$ cat src/rtl/inj_seq_pkg.sv
package inj_seq_pkg;

    localparam int CMD_W  = 40;
    localparam int STAT_W = 8;

    localparam int ST_HEARTBEAT = 7;
    localparam int ST_INJECT    = 2;

    localparam logic [STAT_W-1:0] STAT_MASK = 8'h7F;

    typedef enum logic [2:0] {
        SQ_IDLE,
        SQ_ISSUE,
        SQ_WAIT_ACK,
        SQ_WAIT_DONE,
        SQ_DONE
    } seq_state_e;

    typedef struct packed {
        logic arm;     // new command issued: clear measurement
        logic track;   // waiting on the controller
        logic commit;  // command completed: store measurement
    } meas_ctl_t;

    function automatic logic stat_idle(input logic [STAT_W-1:0] s);
        return (s & STAT_MASK) == '0;
    endfunction

    function automatic logic stat_injecting(input logic [STAT_W-1:0] s);
        return s[ST_INJECT];
    endfunction

endpackage

$ cat src/rtl/cmd_table.sv
module cmd_table
    import inj_seq_pkg::*;
#(
    parameter int DEPTH = 8,
    localparam int IDX_W = $clog2(DEPTH)
) (
    input  logic             clk,
    input  logic             rst,
    input  logic             wr_en,
    input  logic [IDX_W-1:0] wr_idx,
    input  logic [CMD_W-1:0] wr_data,
    input  logic [IDX_W-1:0] rd_idx,
    output logic [CMD_W-1:0] rd_data
);

    logic [CMD_W-1:0] entry [DEPTH];

    for (genvar g = 0; g < DEPTH; g++) begin : g_entry
        always_ff @(posedge clk) begin
            if (rst) begin
                entry[g] <= '0;
            end else if (wr_en && wr_idx == IDX_W'(g)) begin
                entry[g] <= wr_data;
            end
        end
    end

    assign rd_data = entry[rd_idx];

endmodule

$ cat src/rtl/seq_fsm.sv
module seq_fsm
    import inj_seq_pkg::*;
#(
    parameter int DEPTH = 8,
    parameter int CNT_W = 20,
    localparam int IDX_W = $clog2(DEPTH)
) (
    input  logic              clk,
    input  logic              rst,
    input  logic              start,
    input  logic [IDX_W:0]    cmd_total,
    input  logic [CNT_W-1:0]  wait_limit,
    input  logic [STAT_W-1:0] status,
    output logic [IDX_W-1:0]  idx,
    output logic              strobe,
    output logic              busy,
    output logic              done,
    output logic              err,
    output meas_ctl_t         meas
);

    seq_state_e       state;
    logic [CNT_W-1:0] timer;
    logic [IDX_W:0]   eff_total;
    logic [IDX_W-1:0] last_idx;
    logic             st_idle;

    assign eff_total = (cmd_total > (IDX_W+1)'(DEPTH)) ? (IDX_W+1)'(DEPTH) : cmd_total;
    assign last_idx  = IDX_W'(eff_total - (IDX_W+1)'(1));
    assign st_idle   = stat_idle(status);

    always_ff @(posedge clk) begin
        if (rst) begin
            state <= SQ_IDLE;
            idx   <= '0;
            timer <= '0;
            err   <= 1'b0;
        end else begin
            case (state)
                SQ_IDLE: begin
                    if (start && eff_total != '0) begin
                        idx   <= '0;
                        state <= SQ_ISSUE;
                    end
                end
                SQ_ISSUE: begin
                    timer <= '0;
                    state <= SQ_WAIT_ACK;
                end
                SQ_WAIT_ACK: begin
                    if (!st_idle) begin
                        state <= SQ_WAIT_DONE;
                    end else if (({1'b0, timer} + (CNT_W+1)'(1)) >= {1'b0, wait_limit}) begin
                        err   <= 1'b1;
                        state <= SQ_IDLE;
                    end else begin
                        timer <= timer + 1'b1;
                    end
                end
                SQ_WAIT_DONE: begin
                    if (st_idle) begin
                        if (idx == last_idx) begin
                            state <= SQ_DONE;
                        end else begin
                            idx   <= idx + 1'b1;
                            state <= SQ_ISSUE;
                        end
                    end
                end
                SQ_DONE:  state <= SQ_IDLE;
                default:  state <= SQ_IDLE;
            endcase
        end
    end

    assign strobe      = (state == SQ_ISSUE);
    assign busy        = (state != SQ_IDLE);
    assign done        = (state == SQ_DONE);
    assign meas.arm    = (state == SQ_ISSUE);
    assign meas.track  = (state == SQ_WAIT_ACK) || (state == SQ_WAIT_DONE);
    assign meas.commit = (state == SQ_WAIT_DONE) && st_idle;


    strobe_pulse_chk: assert property (@(posedge clk) disable iff (rst)
        strobe |=> !strobe);


    no_early_strobe_chk: assert property (@(posedge clk) disable iff (rst)
        (state == SQ_WAIT_ACK && st_idle) |=> !strobe);


    err_sticky_chk: assert property (@(posedge clk) disable iff (rst)
        err |=> err);


    done_pulse_chk: assert property (@(posedge clk) disable iff (rst)
        done |=> !done);


    err_source_chk: assert property (@(posedge clk) disable iff (rst)
        $rose(err) |-> ($past(state) == SQ_WAIT_ACK && !busy));

endmodule

$ cat src/rtl/dur_meter.sv
module dur_meter
    import inj_seq_pkg::*;
#(
    parameter int DEPTH = 8,
    parameter int CNT_W = 20,
    localparam int IDX_W = $clog2(DEPTH)
) (
    input  logic              clk,
    input  logic              rst,
    input  meas_ctl_t         meas,
    input  logic [STAT_W-1:0] status,
    input  logic [IDX_W-1:0]  wr_idx,
    input  logic [IDX_W-1:0]  rd_idx,
    output logic [CNT_W-1:0]  rd_dur
);

    localparam logic [CNT_W-1:0] CNT_MAX = '1;

    logic             seen;
    logic [CNT_W-1:0] cnt;
    logic [CNT_W-1:0] bank [DEPTH];
    logic             counting;

    assign counting = meas.track && !stat_idle(status) && (seen || stat_injecting(status));

    always_ff @(posedge clk) begin
        if (rst) begin
            seen <= 1'b0;
            cnt  <= '0;
        end else if (meas.arm) begin
            seen <= 1'b0;
            cnt  <= '0;
        end else if (counting) begin
            seen <= 1'b1;
            cnt  <= (cnt == CNT_MAX) ? cnt : cnt + 1'b1;
        end
    end

    for (genvar g = 0; g < DEPTH; g++) begin : g_bank
        always_ff @(posedge clk) begin
            if (rst) begin
                bank[g] <= '0;
            end else if (meas.commit && wr_idx == IDX_W'(g)) begin
                bank[g] <= cnt;
            end
        end
    end

    assign rd_dur = bank[rd_idx];


    dur_sat_chk: assert property (@(posedge clk) disable iff (rst)
        (cnt == CNT_MAX && !meas.arm) |=> cnt == CNT_MAX);


    dur_clear_chk: assert property (@(posedge clk) disable iff (rst)
        meas.arm |=> (cnt == '0 && !seen));

endmodule

$ cat src/rtl/inj_cmd_seq.sv
module inj_cmd_seq
    import inj_seq_pkg::*;
#(
    parameter int DEPTH = 8,
    parameter int CNT_W = 20,
    localparam int IDX_W = $clog2(DEPTH)
) (
    input  logic              clk,
    input  logic              rst,
    input  logic              tbl_we,
    input  logic [IDX_W-1:0]  tbl_widx,
    input  logic [CMD_W-1:0]  tbl_wdata,
    input  logic [IDX_W:0]    cmd_total,
    input  logic [CNT_W-1:0]  wait_limit,
    input  logic              start,
    input  logic [STAT_W-1:0] scrub_status,
    output logic [CMD_W-1:0]  cmd_addr,
    output logic              cmd_strobe,
    output logic              busy,
    output logic              done,
    output logic              err,
    input  logic [IDX_W-1:0]  rd_idx,
    output logic [CNT_W-1:0]  rd_dur
);

    logic [IDX_W-1:0] cur_idx;
    meas_ctl_t        meas;

    cmd_table #(.DEPTH(DEPTH)) u_table (
        .clk     (clk),
        .rst     (rst),
        .wr_en   (tbl_we),
        .wr_idx  (tbl_widx),
        .wr_data (tbl_wdata),
        .rd_idx  (cur_idx),
        .rd_data (cmd_addr)
    );

    seq_fsm #(.DEPTH(DEPTH), .CNT_W(CNT_W)) u_fsm (
        .clk        (clk),
        .rst        (rst),
        .start      (start),
        .cmd_total  (cmd_total),
        .wait_limit (wait_limit),
        .status     (scrub_status),
        .idx        (cur_idx),
        .strobe     (cmd_strobe),
        .busy       (busy),
        .done       (done),
        .err        (err),
        .meas       (meas)
    );

    dur_meter #(.DEPTH(DEPTH), .CNT_W(CNT_W)) u_meter (
        .clk    (clk),
        .rst    (rst),
        .meas   (meas),
        .status (scrub_status),
        .wr_idx (cur_idx),
        .rd_idx (rd_idx),
        .rd_dur (rd_dur)
    );


    addr_hold_chk: assert property (@(posedge clk) disable iff (rst)
        (cmd_strobe && !tbl_we) |=> $stable(cmd_addr));

endmodule

$ cat config.mk
export PLATFORM = sky130hd
export DESIGN_NAME = inj_cmd_seq
export DESIGN_NICKNAME = d
export VERILOG_FILES = /design/src/rtl/inj_seq_pkg.sv /design/src/rtl/cmd_table.sv /design/src/rtl/seq_fsm.sv /design/src/rtl/dur_meter.sv /design/src/rtl/inj_cmd_seq.sv
export SDC_FILE = /design/constraint.sdc
export NUM_CORES = 1
export LEC_CHECK = 0
export BUFFER_PORTS_ARGS = -buffer_cell sky130_fd_sc_hd__buf_4
export CAP_MARGIN = 5
export CORE_MARGIN = 1.5
export CORE_UTILIZATION = 65
export CTS_BUF_LIST = sky130_fd_sc_hd__clkbuf_8
export CTS_CLUSTER_DIAMETER = 120
export DETAILED_ROUTE_END_ITERATION = 8
export PLACE_DENSITY_LB_ADDON = 0.2
export SLEW_MARGIN = 20
export SYNTH_ARGS = -nofsm -noshare
export SYNTH_HDL_FRONTEND = slang
export SYNTH_SLANG_ARGS = --single-unit
$ cat constraint.sdc
create_clock -name clk -period 7.4 [get_ports clk]
set_input_delay 1.48 -clock clk [delete_from_list [all_inputs] [get_ports clk]]
set_output_delay 1.48 -clock clk [all_outputs]
set_load 0.05 [all_outputs]
== Word-level counts from Yosys, hierarchy flattened ==
Memories as Yosys holds them, arrays and structs flattened. A register that Yosys moved wholly into a read port is not among the register bits.
Index checks and enable logic that the tools add are counted.
Word-level totals
  flip-flop bits (word level): 48
  word-level logic and storage cells: 177
  bits of input ports: 82
  memories kept: 2
  memory bits (writable): 480
Memory list
  u_table.entry: depth 8, bits a word 40, rd ports 1, clocked after Yosys merged registers in 1, write ports 8, line cmd_table.sv:16  | logic [CMD_W-1:0] entry [DEPTH];
  u_meter.bank: depth 8, bits a word 20, rd ports 1, clocked after Yosys merged registers in 0, write ports 8, line dur_meter.sv:21  | logic [CNT_W-1:0] bank [DEPTH];
Cells by class
  magnitude comparators: 2
  equality and inequality tests: 26
  reductions and logical operators: 37
  bitwise operators: 17
  multiplexer cells: 82
  $add $sub $neg: 5
Operator list (number)
  2-to-1 mux 40 bit: 8
  2-to-1 mux 20 bit: 10
  2-to-1 mux 1 bit: 50
  adder 20 x 1 -> 20 bit (second input constant): 2
  case mux 20 bit (2 select lines): 1
  2-to-1 mux 3 bit: 10
  == test 3 bit (second input constant): 9
  adder 20 x 1 -> 21 bit (second input constant): 1
  >= comparator 21 x 20 -> 1 bit: 1
  == test 20 bit (second input constant): 1
  logical AND 1 bit: 20
  == test 3 x 2 -> 1 bit (second input constant): 6
  OR 1 bit: 16
  case mux 3 bit (4 select lines): 1
  == test 3 x 1 -> 1 bit (second input constant): 3
  logical NOT 3 bit: 3
  AND reduction 3 bit: 3
  logical NOT 8 bit: 1
  inequality test 2 x 1 -> 1 bit (second input constant): 3
  case mux 3 bit (2 select lines): 1
  greater-than comparator 4 bit (second input constant): 1
  2-to-1 mux 4 bit: 1
  inequality test 2 bit (second input constant): 2
  AND reduction 4 bit: 1
  other kinds (12): 14

== Depth between registers and ports, before layout ==
Gate-level depths: netlist of run 1.
  depth in word-level cells: 9
  mapped depth: 14

== Hierarchy ==
A second synthesis of run 1 with hierarchy kept.
Second synthesis, totals
  cell total of the unflattened synthesis: 1778
  area, all modules: 25160.4 um^2
Modules (own cells, without submodules)
  cmd_table: times used 1, cells an instance 908, seq. area each 9609.2 um^2, area each 14476.4 um^2
  dur_meter: times used 1, cells an instance 571, seq. area each 5225.0 um^2, area each 8379.3 um^2
  seq_fsm: times used 1, cells an instance 299, seq. area each 540.5 um^2, area each 2304.7 um^2

== Worst setup path before layout of run 1 ==
OpenSTA, ideal clock, no wires.
  path kind: input to register
  from: in tbl_widx[1]
  to: mem u_table.entry[0][0] (enable)
  path buffers: 0
  data arrival time: 4.666 ns
  cell stages on the path: 2
  required time: 6.902 ns
  path slack: 2.236 ns
  path through: nand2b_1 o31ai_1
RTL lines
  from (decl): line inj_cmd_seq.sv:11  | input logic [IDX_W-1:0] tbl_widx,
  to (decl): line cmd_table.sv:16

== Final worst setup path of run 1 ==
  from: in rd_idx[0]
  to: out rd_dur[14]
On the way
  cells in the longest elaborated chain, start to end: 1
RTL lines
  from (decl): line inj_cmd_seq.sv:22  | input logic [IDX_W-1:0] rd_idx,
  memory (8 x 20 bit)
  to (decl): line inj_cmd_seq.sv:23  | output logic [CNT_W-1:0] rd_dur
No other way between the ends.

==> impl.org, run 1 <==
** Synthesis
- Summing the areas of all compound-gate instances in the mapped netlist gives a little over 2% of the synthesized area.
- Net count of the mapped netlist :: 1804
- Multiplexer cells account for 13.7% of the synthesized area.
- During synthesis, Yosys emitted a total of 0 warnings.
- The synthesized netlist devotes 1.42% of its cell area to XOR and XNOR gates.
- Synth Cell Area :: 24700 sq um
- Number of synthesized flops with an enable pin :: 480
- After synthesis the netlist holds a flip-flop and latch count of about 530.
- Combinational family with the most area after synthesis :: simple AND/OR/NAND/NOR gates
- Among all flip-flop cells after synthesis, the most frequent one is sky130_fd_sc_hd__edfxtp_1.
- Dividing the synthesized area by the synthesized cell count gives 14.6 sq um.
- Of the total synthesized cell area, the portion taken by AND, OR, NAND and NOR gates is 16.6%.
- Share of synthesized cell area in full adder, half adder and majority cells :: approximately 1.5%
- Proportion of synthesized chip area in sequential cells :: 62.6%
- Async SR Flop Fraction :: 0%
- Mapped Cells :: between 1500 and 2000
- Unique masters post-synth :: 53

** Timing
- The final hold violation count came to 0.
- Of the available clock period, the critical path in the final layout requires 64.6%.
- Setup repair after global routing left no endpoint under its margin.
- Timing would allow up to 209 MHz.
- Transition at the pin with the smallest max-transition slack :: 1130 ps
- Clock Skew :: 33.3 ps
- Final TNS setup :: 0 ps
- Final critical path time including I/O delays and setup :: 4780 ps
- The final number of max-transition violations is 0.
- Measured against its own limit, the worst slew margin works out to 24.8%.
- Setup violations remaining at the end of the flow were counted as 0.

** CTS
- The number of gates resized after CTS was 0.
- Maximum clock path buffer count :: 3
- For this design, the sink count on the clock tree is 531.
- The number of hold buffers added after CTS was 0.
- Total clock buffers created by CTS :: 84
- At the later pin of the worst-skew pair, clock insertion delay measures 650 ps.
- CTS placed an instance of sky130_fd_sc_hd__clkbuf_8 at the clock tree root.
- TritonCTS built the clock tree.
- Htree depth :: 3
- Post CTS Setup Buffer Count :: 0
- After clock tree synthesis, the clock-pin slew on the worst setup and hold paths is 60 ps.

** Route
- Summed over all layers, the routed wires come to roughly 56 mm.
- Final ANT Viol Nets :: 0
- Number of detailed-route iterations in the first pass :: 5
- WL/cell :: 23.5 um
- Vias per inst :: between 6 and 7
- Overall via count from detail_route :: 15000
- The first routing iteration left 1518 violations.
- After detailed routing, the number of remaining DRC violations is 0.

** Worst setup path
- Type of element launching the critical path :: primary input
- Class of the most critical setup path :: in -> out
- Most frequent cell on the critical path :: sky130_fd_sc_hd__buf_4
- Setup crit end kind :: output port
- The critical path contains buffers and inverters numbering 2 combined.
- The setup check on the worst reg-to-reg path leaves a slack of 2960 ps.
- Crit path required time :: ~6000 ps
- Along the worst path, the maximum fanout reaches 40.
- Arrival time of data at the critical path endpoint :: 3300 ps
- Crit-path slowest cell :: sky130_fd_sc_hd__buf_4
- Crit-path leading delay family :: multiplexers
- Biggest cell delay along the critical path :: 630 ps
- Walking the worst path, the cells encountered are buf_4 -> mux4_2 -> mux2_2 -> buf_4.

** GRT
- Entering global routing, the biggest net connects 61 pins.
- GRT Residual Overflow :: 0
- Antenna violations before repair :: 3
- Overall global routing resource usage :: 29.9%
- The first global-routing pass estimated around 87 mm of wire.
- The via count of the first global-routing pass came to 15200.

** Floorplan
- The die covers a little under 40000 sq um.
- Area of the core :: 37500 sq um
- The die is 198 um tall.
- From left edge to right edge, the die measures 198 um.
- Initial core utilization :: 65.8%
- In this run the count of I/O pins placed on the die edge is between 100 and 150.
- Number of placement rows :: 71

** Job
- The tool flagged a number of max-cap violations equal to 0.

** Place
- HPWL after detailed placement :: 32.5 mm
- Weighted congestion at the end of routability-driven global placement :: 0.807
- During placement, the flow inserted port buffers numbering 144.

** Final layout
- Share of final-layout standard cells stronger than drive strength 1 :: 26.2%
- Counting the fill cells in the layout gives 2366.
- Nets :: 1939
- From synthesis to final layout, the design area changed by 13.0%.
- Final standard cell utilization of the core :: between 70% and 80%

** Min path
- Path class of the lowest-slack min-delay path :: reg -> reg

** Power
- The analysis attributes to cell leakage a power of between 0.01 and 0.015 uW.
- PwrDens :: roughly 230 nW/um^2
- Largest voltage drop on the vdd net :: between 150 and 200 uV

** Run status
- Outcome :: finished, final reports clean
state kept, by name, summed over array words and instances, names as in the netlist, named ones only:
| name | cells |
|---|---|
| u_fsm.err | 1 |
| u_fsm.idx | 3 |
| u_fsm.state | 3 |
| u_fsm.timer | 20 |
| u_meter.bank | 160 |
| u_meter.cnt | 20 |
| u_meter.seen | 1 |
| u_table.entry | 320 |
where the power goes:
group          total [uW]  leakage (uW)  switching [uW]  internal [uW]
clock                2390      0.000896            1130           1260
sequential           3470       0.00505            45.6           3430
combinational         525       0.00442             333            192
total                6390        0.0104            1510           4880
worst reg2reg max path: cells and delay by family (launching register included):
family                     cells  cell delay (ps)
AOI/OAI and AO/OA              2              610
xor gates and xnor gates       1              240
adders and majority gates      2              580
DFF                            1              440
and+or+nand+nor                7             2530
kinds of logic after synthesis:
logic type	after synthesis
muxes	180
xor gates and xnor gates	40
DFF	531
AOI/OAI and AO/OA	73
adders and majority gates	29
and+or+nand+nor	690
buffers and inverters	150
stage by stage:
| stage | setup WS (ps) | total power, uW | cells | instance area (sq um) | hold slack (ps) |
|---|---|---|---|---|---|
| global placement | 2590 | 4040 | 2252 | 26300 | 450 |
| finish | 2620 | 6390 | 2402 | 27900 | 469 |
| floorplan | 2240 | 3850 | 1693 | 24700 | 437 |
| global route | 2520 | 6580 | 2402 | 27900 | 521 |
| detailed placement | 2600 | 4060 | 2252 | 26300 | 458 |
| CTS | 2590 | 6410 | 2400 | 27900 | 473 |
synth_stat cells, types with 4 or more instances:
library cell                 n  share of area [%]
sky130_fd_sc_hd__o22ai_1     7               0.18
sky130_fd_sc_hd__nand2_1    52               0.79
sky130_fd_sc_hd__nand4_1    17               0.43
sky130_fd_sc_hd__a31o_2      6               0.21
sky130_fd_sc_hd__nor2b_1     4               0.10
sky130_fd_sc_hd__and2_1    382                9.7
sky130_fd_sc_hd__xor2_1     22               0.78
sky130_fd_sc_hd__nand3_1    24               0.49
sky130_fd_sc_hd__nand2b_1    6               0.15
sky130_fd_sc_hd__mux2_2     60                2.7
sky130_fd_sc_hd__dfxtp_1    51                4.1
sky130_fd_sc_hd__a22o_1      7               0.25
sky130_fd_sc_hd__nor2_1     54               0.82
sky130_fd_sc_hd__o211ai_1    6               0.18
sky130_fd_sc_hd__nor4_1      5               0.13
sky130_fd_sc_hd__and3_1    107                2.7
sky130_fd_sc_hd__a21oi_1    12               0.24
sky130_fd_sc_hd__ha_1       29                1.5
sky130_fd_sc_hd__xnor2_1    18               0.64
sky130_fd_sc_hd__and4_1      8               0.28
sky130_fd_sc_hd__edfxtp_1  480                 58
sky130_fd_sc_hd__nor3_1     10               0.20
sky130_fd_sc_hd__or3_1       6               0.15
sky130_fd_sc_hd__o21ai_0    17               0.34
sky130_fd_sc_hd__inv_1      28               0.43
sky130_fd_sc_hd__mux4_2    120                 11
sky130_fd_sc_hd__or4_1       4               0.12
sky130_fd_sc_hd__buf_1       9               0.14
sky130_fd_sc_hd__clkbuf_1  110                1.7
cell type report:
| type | count | area (sq um) | share of cell area [%] |
|---|---|---|---|
| well taps | 511 | 639 | 2.29 |
| flip-flops and latches | 531 | 15400 | 55.4 |
| repair buffers | 169 | 1280 | 4.58 |
| clock buffers | 90 | 1240 | 4.44 |
| inverters | 30 | 113 | 0.404 |
| multi-input cells | 1012 | 8830 | 31.7 |
| clock inverters | 58 | 348 | 1.25 |
| diodes | 1 | 2.50 | 0.00897 |
worst paths after layout:
kind	startpoint	to	cells past startpoint
setup / recovery	rd_idx[0]	rd_dur[14]	4
hold / removal	u_meter.seen$_SDFFE_PP0P_	u_meter.seen$_SDFFE_PP0P_	2
hold reg to reg	u_meter.seen$_SDFFE_PP0P_	u_meter.seen$_SDFFE_PP0P_	2
setup reg to reg	u_fsm.timer[0]$_SDFFE_PP0P_	u_fsm.timer[9]$_SDFFE_PP0P_	12
cell usage in the layout, fill, tap and decap left out, types with 4 or more instances in the layout:
| cell | n |
|---|---|
| sky130_fd_sc_hd__dfxtp_1 | 48 |
| sky130_fd_sc_hd__clkinvlp_4 | 4 |
| sky130_fd_sc_hd__o211ai_1 | 6 |
| sky130_fd_sc_hd__nand3_1 | 24 |
| sky130_fd_sc_hd__nor3_2 | 4 |
| sky130_fd_sc_hd__nand4_1 | 17 |
| sky130_fd_sc_hd__mux2_2 | 60 |
| sky130_fd_sc_hd__nand2_1 | 45 |
| sky130_fd_sc_hd__clkbuf_8 | 90 |
| sky130_fd_sc_hd__bufinv_16 | 4 |
| sky130_fd_sc_hd__nor3_1 | 7 |
| sky130_fd_sc_hd__nand2_2 | 7 |
| sky130_fd_sc_hd__o21ai_4 | 6 |
| sky130_fd_sc_hd__nand2b_1 | 6 |
| sky130_fd_sc_hd__nor2_1 | 47 |
| sky130_fd_sc_hd__clkinv_2 | 4 |
| sky130_fd_sc_hd__edfxtp_1 | 480 |
| sky130_fd_sc_hd__buf_4 | 168 |
| sky130_fd_sc_hd__a31o_2 | 6 |
| sky130_fd_sc_hd__o21ai_0 | 11 |
| sky130_fd_sc_hd__clkinv_1 | 20 |
| sky130_fd_sc_hd__or3_1 | 6 |
| sky130_fd_sc_hd__inv_1 | 55 |
| sky130_fd_sc_hd__mux4_2 | 120 |
| sky130_fd_sc_hd__ha_1 | 29 |
| sky130_fd_sc_hd__or4_1 | 4 |
| sky130_fd_sc_hd__nor2b_1 | 4 |
| sky130_fd_sc_hd__and4_1 | 8 |
| sky130_fd_sc_hd__a22o_1 | 7 |
| sky130_fd_sc_hd__xnor2_1 | 18 |
| sky130_fd_sc_hd__and3_1 | 107 |
| sky130_fd_sc_hd__nor4_1 | 5 |
| sky130_fd_sc_hd__xor2_1 | 22 |
| sky130_fd_sc_hd__nor2_2 | 5 |
| sky130_fd_sc_hd__and2_1 | 382 |
| sky130_fd_sc_hd__a21oi_1 | 12 |
| sky130_fd_sc_hd__o22ai_1 | 7 |
metal layers:
layer	track usage (%)	up-vias	routed length, um
li1	-	6580	-
met1	42.5	7579	23000
met2	47.3	736	26900
met3	6.68	72	5660
met4	7.94	4	850
met5	0	-	23
No activity file was read; power rests on OpenSTA's default activity.
==> inputs of run 2 (changes only) <==
CORE_UTILIZATION = 63   (was 65)
clock period = 4.6 ns   (was 7.4 ns; I/O delays follow)
==> impl.org, run 2 (synthesis gave the netlist of run 1 again) <==
** Timing
- Slew headroom :: 25.0%
- Summed over all failing endpoints, the final setup total negative slack is 0 ps.
- Final setup violation count :: 0
- The final number of max-transition violations came to 0.
- For the final database, setup skew stands at 21.1 ps.
- Setup repair after global routing missed its margin :: no
- The smallest clock period supported by the final layout is computed as 4200 ps.
- Static timing analysis puts the maximum clock frequency at 238 MHz.
- The final hold violation count came to 0.
- Transition at the pin with the smallest max-transition slack :: 1120 ps
- Of the available clock period, the critical path in the final layout requires 91.3%.

** Floorplan
- Number of placement rows :: 72
- In this run the count of I/O pins placed on the die edge is 146.
- The die covers 40400 sq um.
- In this run the standard cell core region covers 38600 sq um.
- From left edge to right edge, the die measures 201 um.
- The floorplan step set the die height to 201 um.
- The initial utilization of the core area, before any placement, comes to 63.8%.

** Worst setup path
- End of the worst register-to-register path :: u_fsm.timer[12]$_SDFFE_PP0P_
- Crit path required time :: between 5000 and 6000 ps
- In this run the worst path has a maximum fanout of 10.
- Type of element launching the critical path :: register
- Worst Setup EP :: u_fsm.timer[12]$_SDFFE_PP0P_
- Launch point of the worst reg-to-reg path :: u_fsm.timer[0]$_SDFFE_PP0P_
- R2r setup slk :: approximately 400 ps
- The worst setup path is of the reg -> reg kind.
- The worst setup path is captured at a register.
- Worst Reg2Reg Path Length in Cells :: 13
- At the worst endpoint, the arrival time is 4750 ps.
- In this run the worst setup path begins at u_fsm.timer[0]$_SDFFE_PP0P_.

** Place
- Post-Place Cell Area :: 26400 sq um
- HPWL after detailed placement :: 32.4 mm
- Weighted congestion at the end of routability-driven global placement :: 0.855
- During placement, the flow inserted port buffers numbering 144.

** GRT
- Global routing used between 20% and 30% of the available tracks across all layers.
- The via count of the first global-routing pass is 15200.
- Pin count of the biggest net entering global routing :: 61
- Antenna violations before repair :: 1
- GRT Residual Overflow :: 0
- The first global-routing pass estimated 85.9 mm of wire.

** Job
- Max Cap Viol :: 0

** Run status
- The flow ran to the end, and the final reports show no timing, DRC or antenna violations.

** CTS
- The later pin in the worst-skew pair is clocked with a latency of 630 ps.
- CTS tree :: yes
- Clock edge transition at the registers on the reported setup and hold paths :: approximately 60 ps
- TritonCTS created 84 clock buffers.
- Number of clock sinks :: between 500 and 600
- Maximum clock path buffer count :: 3
- Htree depth :: 3
- After clock tree synthesis, the flow added hold-fix buffers numbering 0.
- The number of gates resized after CTS was 0.
- The cell sitting at the root of the clock tree is a sky130_fd_sc_hd__clkbuf_8.
- The number of setup buffers added after CTS is 0.

** Route
- Drt total wl :: roughly 56 mm
- Vias per inst :: between 6 and 7
- Before antenna repair, the detailed router went through 5 iterations.
- WL/cell :: between 20 and 25 um
- Number of DRC markers after the initial detailed-route iteration :: 1427
- Final ANT Viol Nets :: 0
- Overall via count from detail_route :: 14700
- Detailed-route DRC error count :: 0

** Final layout
- Leaving out fill and tap cells, the most frequent cell in the layout is sky130_fd_sc_hd__edfxtp_1.
- Area growth from synthesis to layout :: 13.2%
- Counting the fill cells in the layout gives ~2500.
- Cells fill slightly above 70% of the core in the end.
- Ranked by flip-flop count, first place goes to u_table.entry.
- Leading cell types in the layout, fill and taps excluded :: 480 x sky130_fd_sc_hd__edfxtp_1, 382 x sky130_fd_sc_hd__and2_1, 177 x sky130_fd_sc_hd__buf_4
- In the final design database the tool counted between 1500 and 2000 nets.
- Final non-filler cell area :: 27900 sq um
- Total inserted antenna cells :: 0
- Biggest registers after layout :: u_table.entry x320, u_meter.bank x160
- Of the cells placed in the final design, the portion with a size suffix greater than 1 is between 20% and 30%.
- The register with the most flip-flops in the layout has 320 of them.

** Power
- Across the VDD grid, the largest voltage drop is approximately 320 uV.
- Leak Pwr :: 0.0105 uW
- In this run switching power makes up 24.1% of total power.
- Fraction of power consumed by the clock network :: 36.0%
- In this run the power spent charging and discharging nets is 2420 uW.
- Design internal power :: 7630 uW
- Flop pwr share :: 55.6%
- Per report_power, the combinational group accounts for 8.5% of the total.
- PwrDens :: 360 nW/um^2

** Min path
- Path class of the lowest-slack min-delay path :: reg -> reg
[run 2: metrics by stage]
step	power [uW]	hold slack [ps]	instances	worst slack, ps
after floorplan	6200	437	1693	99.3
after global placement	6500	450	2273	600
after detailed placement	6540	462	2273	526
after CTS	10100	477	2424	500
after global routing	10400	496	2424	144
final	10100	474	2424	402
[run 2: layout make-up]
| type | count | area [sq um] | share of cell area (%) |
|---|---|---|---|
| Sequential cell | 531 | 15400 | 55.3 |
| Timing Repair Buffer | 182 | 1430 | 5.11 |
| Multi-Input combinational cell | 1012 | 8810 | 31.5 |
| Inverter | 30 | 113 | 0.403 |
| Clock buffer | 86 | 1180 | 4.24 |
| Clock inverter | 65 | 317 | 1.13 |
| Tap cell | 518 | 648 | 2.32 |
[run 2: worst max-delay path: stages, from the launching register on]
cell and delay, ps:
sky130_fd_sc_hd__dfxtp_1 440, sky130_fd_sc_hd__ha_1 270, sky130_fd_sc_hd__nand3_1 270, sky130_fd_sc_hd__nor4_1 340, sky130_fd_sc_hd__buf_4 180, sky130_fd_sc_hd__nand4_1 120
sky130_fd_sc_hd__xnor2_1 260, sky130_fd_sc_hd__ha_1 300, sky130_fd_sc_hd__nand4_1 110, sky130_fd_sc_hd__nor4_1 90, sky130_fd_sc_hd__a311o_1 380, sky130_fd_sc_hd__or4_1 640
sky130_fd_sc_hd__nor2_1 500, sky130_fd_sc_hd__a22o_1 220
[run 2: worst min-delay path by stage]
stage / endpoint / from / slack [ps] / cells after the start
2_1_floorplan: u_meter.seen$_SDFFE_PP0P_ / u_meter.seen$_SDFFE_PP0P_ / 440 / 2
5_1_grt: u_meter.seen$_SDFFE_PP0P_ / u_meter.seen$_SDFFE_PP0P_ / 500 / 2
6_report: u_fsm.err$_SDFFE_PP0P_ / u_fsm.err$_SDFFE_PP0P_ / 470 / 1
4_1_cts: u_fsm.err$_SDFFE_PP0P_ / u_fsm.err$_SDFFE_PP0P_ / 480 / 1
3_5_place_dp: u_fsm.err$_SDFFE_PP0P_ / u_fsm.err$_SDFFE_PP0P_ / 460 / 1
3_3_place_gp: u_meter.seen$_SDFFE_PP0P_ / u_meter.seen$_SDFFE_PP0P_ / 450 / 2
[run 2: power by group through the flow]
stage | sequential [uW] | clock [uW] | combinational, uW
2_1_floorplan | 5670 | 0 | 529
3_3_place_gp | 5660 | 0 | 839
3_5_place_dp | 5690 | 0 | 850
4_1_cts | 5590 | 3670 | 853
5_1_grt | 5610 | 3870 | 896
6_report | 5590 | 3620 | 851
[run 2: layer usage]
layer / vias up / wire length, um / track usage [%]
li1: 6607 / - / -
met1: 7363 / 22500 / 39.0
met2: 627 / 27500 / 45.9
met3: 72 / 4600 / 5.83
met4: 2 / 865 / 7.17
met5: - / 17 / 0
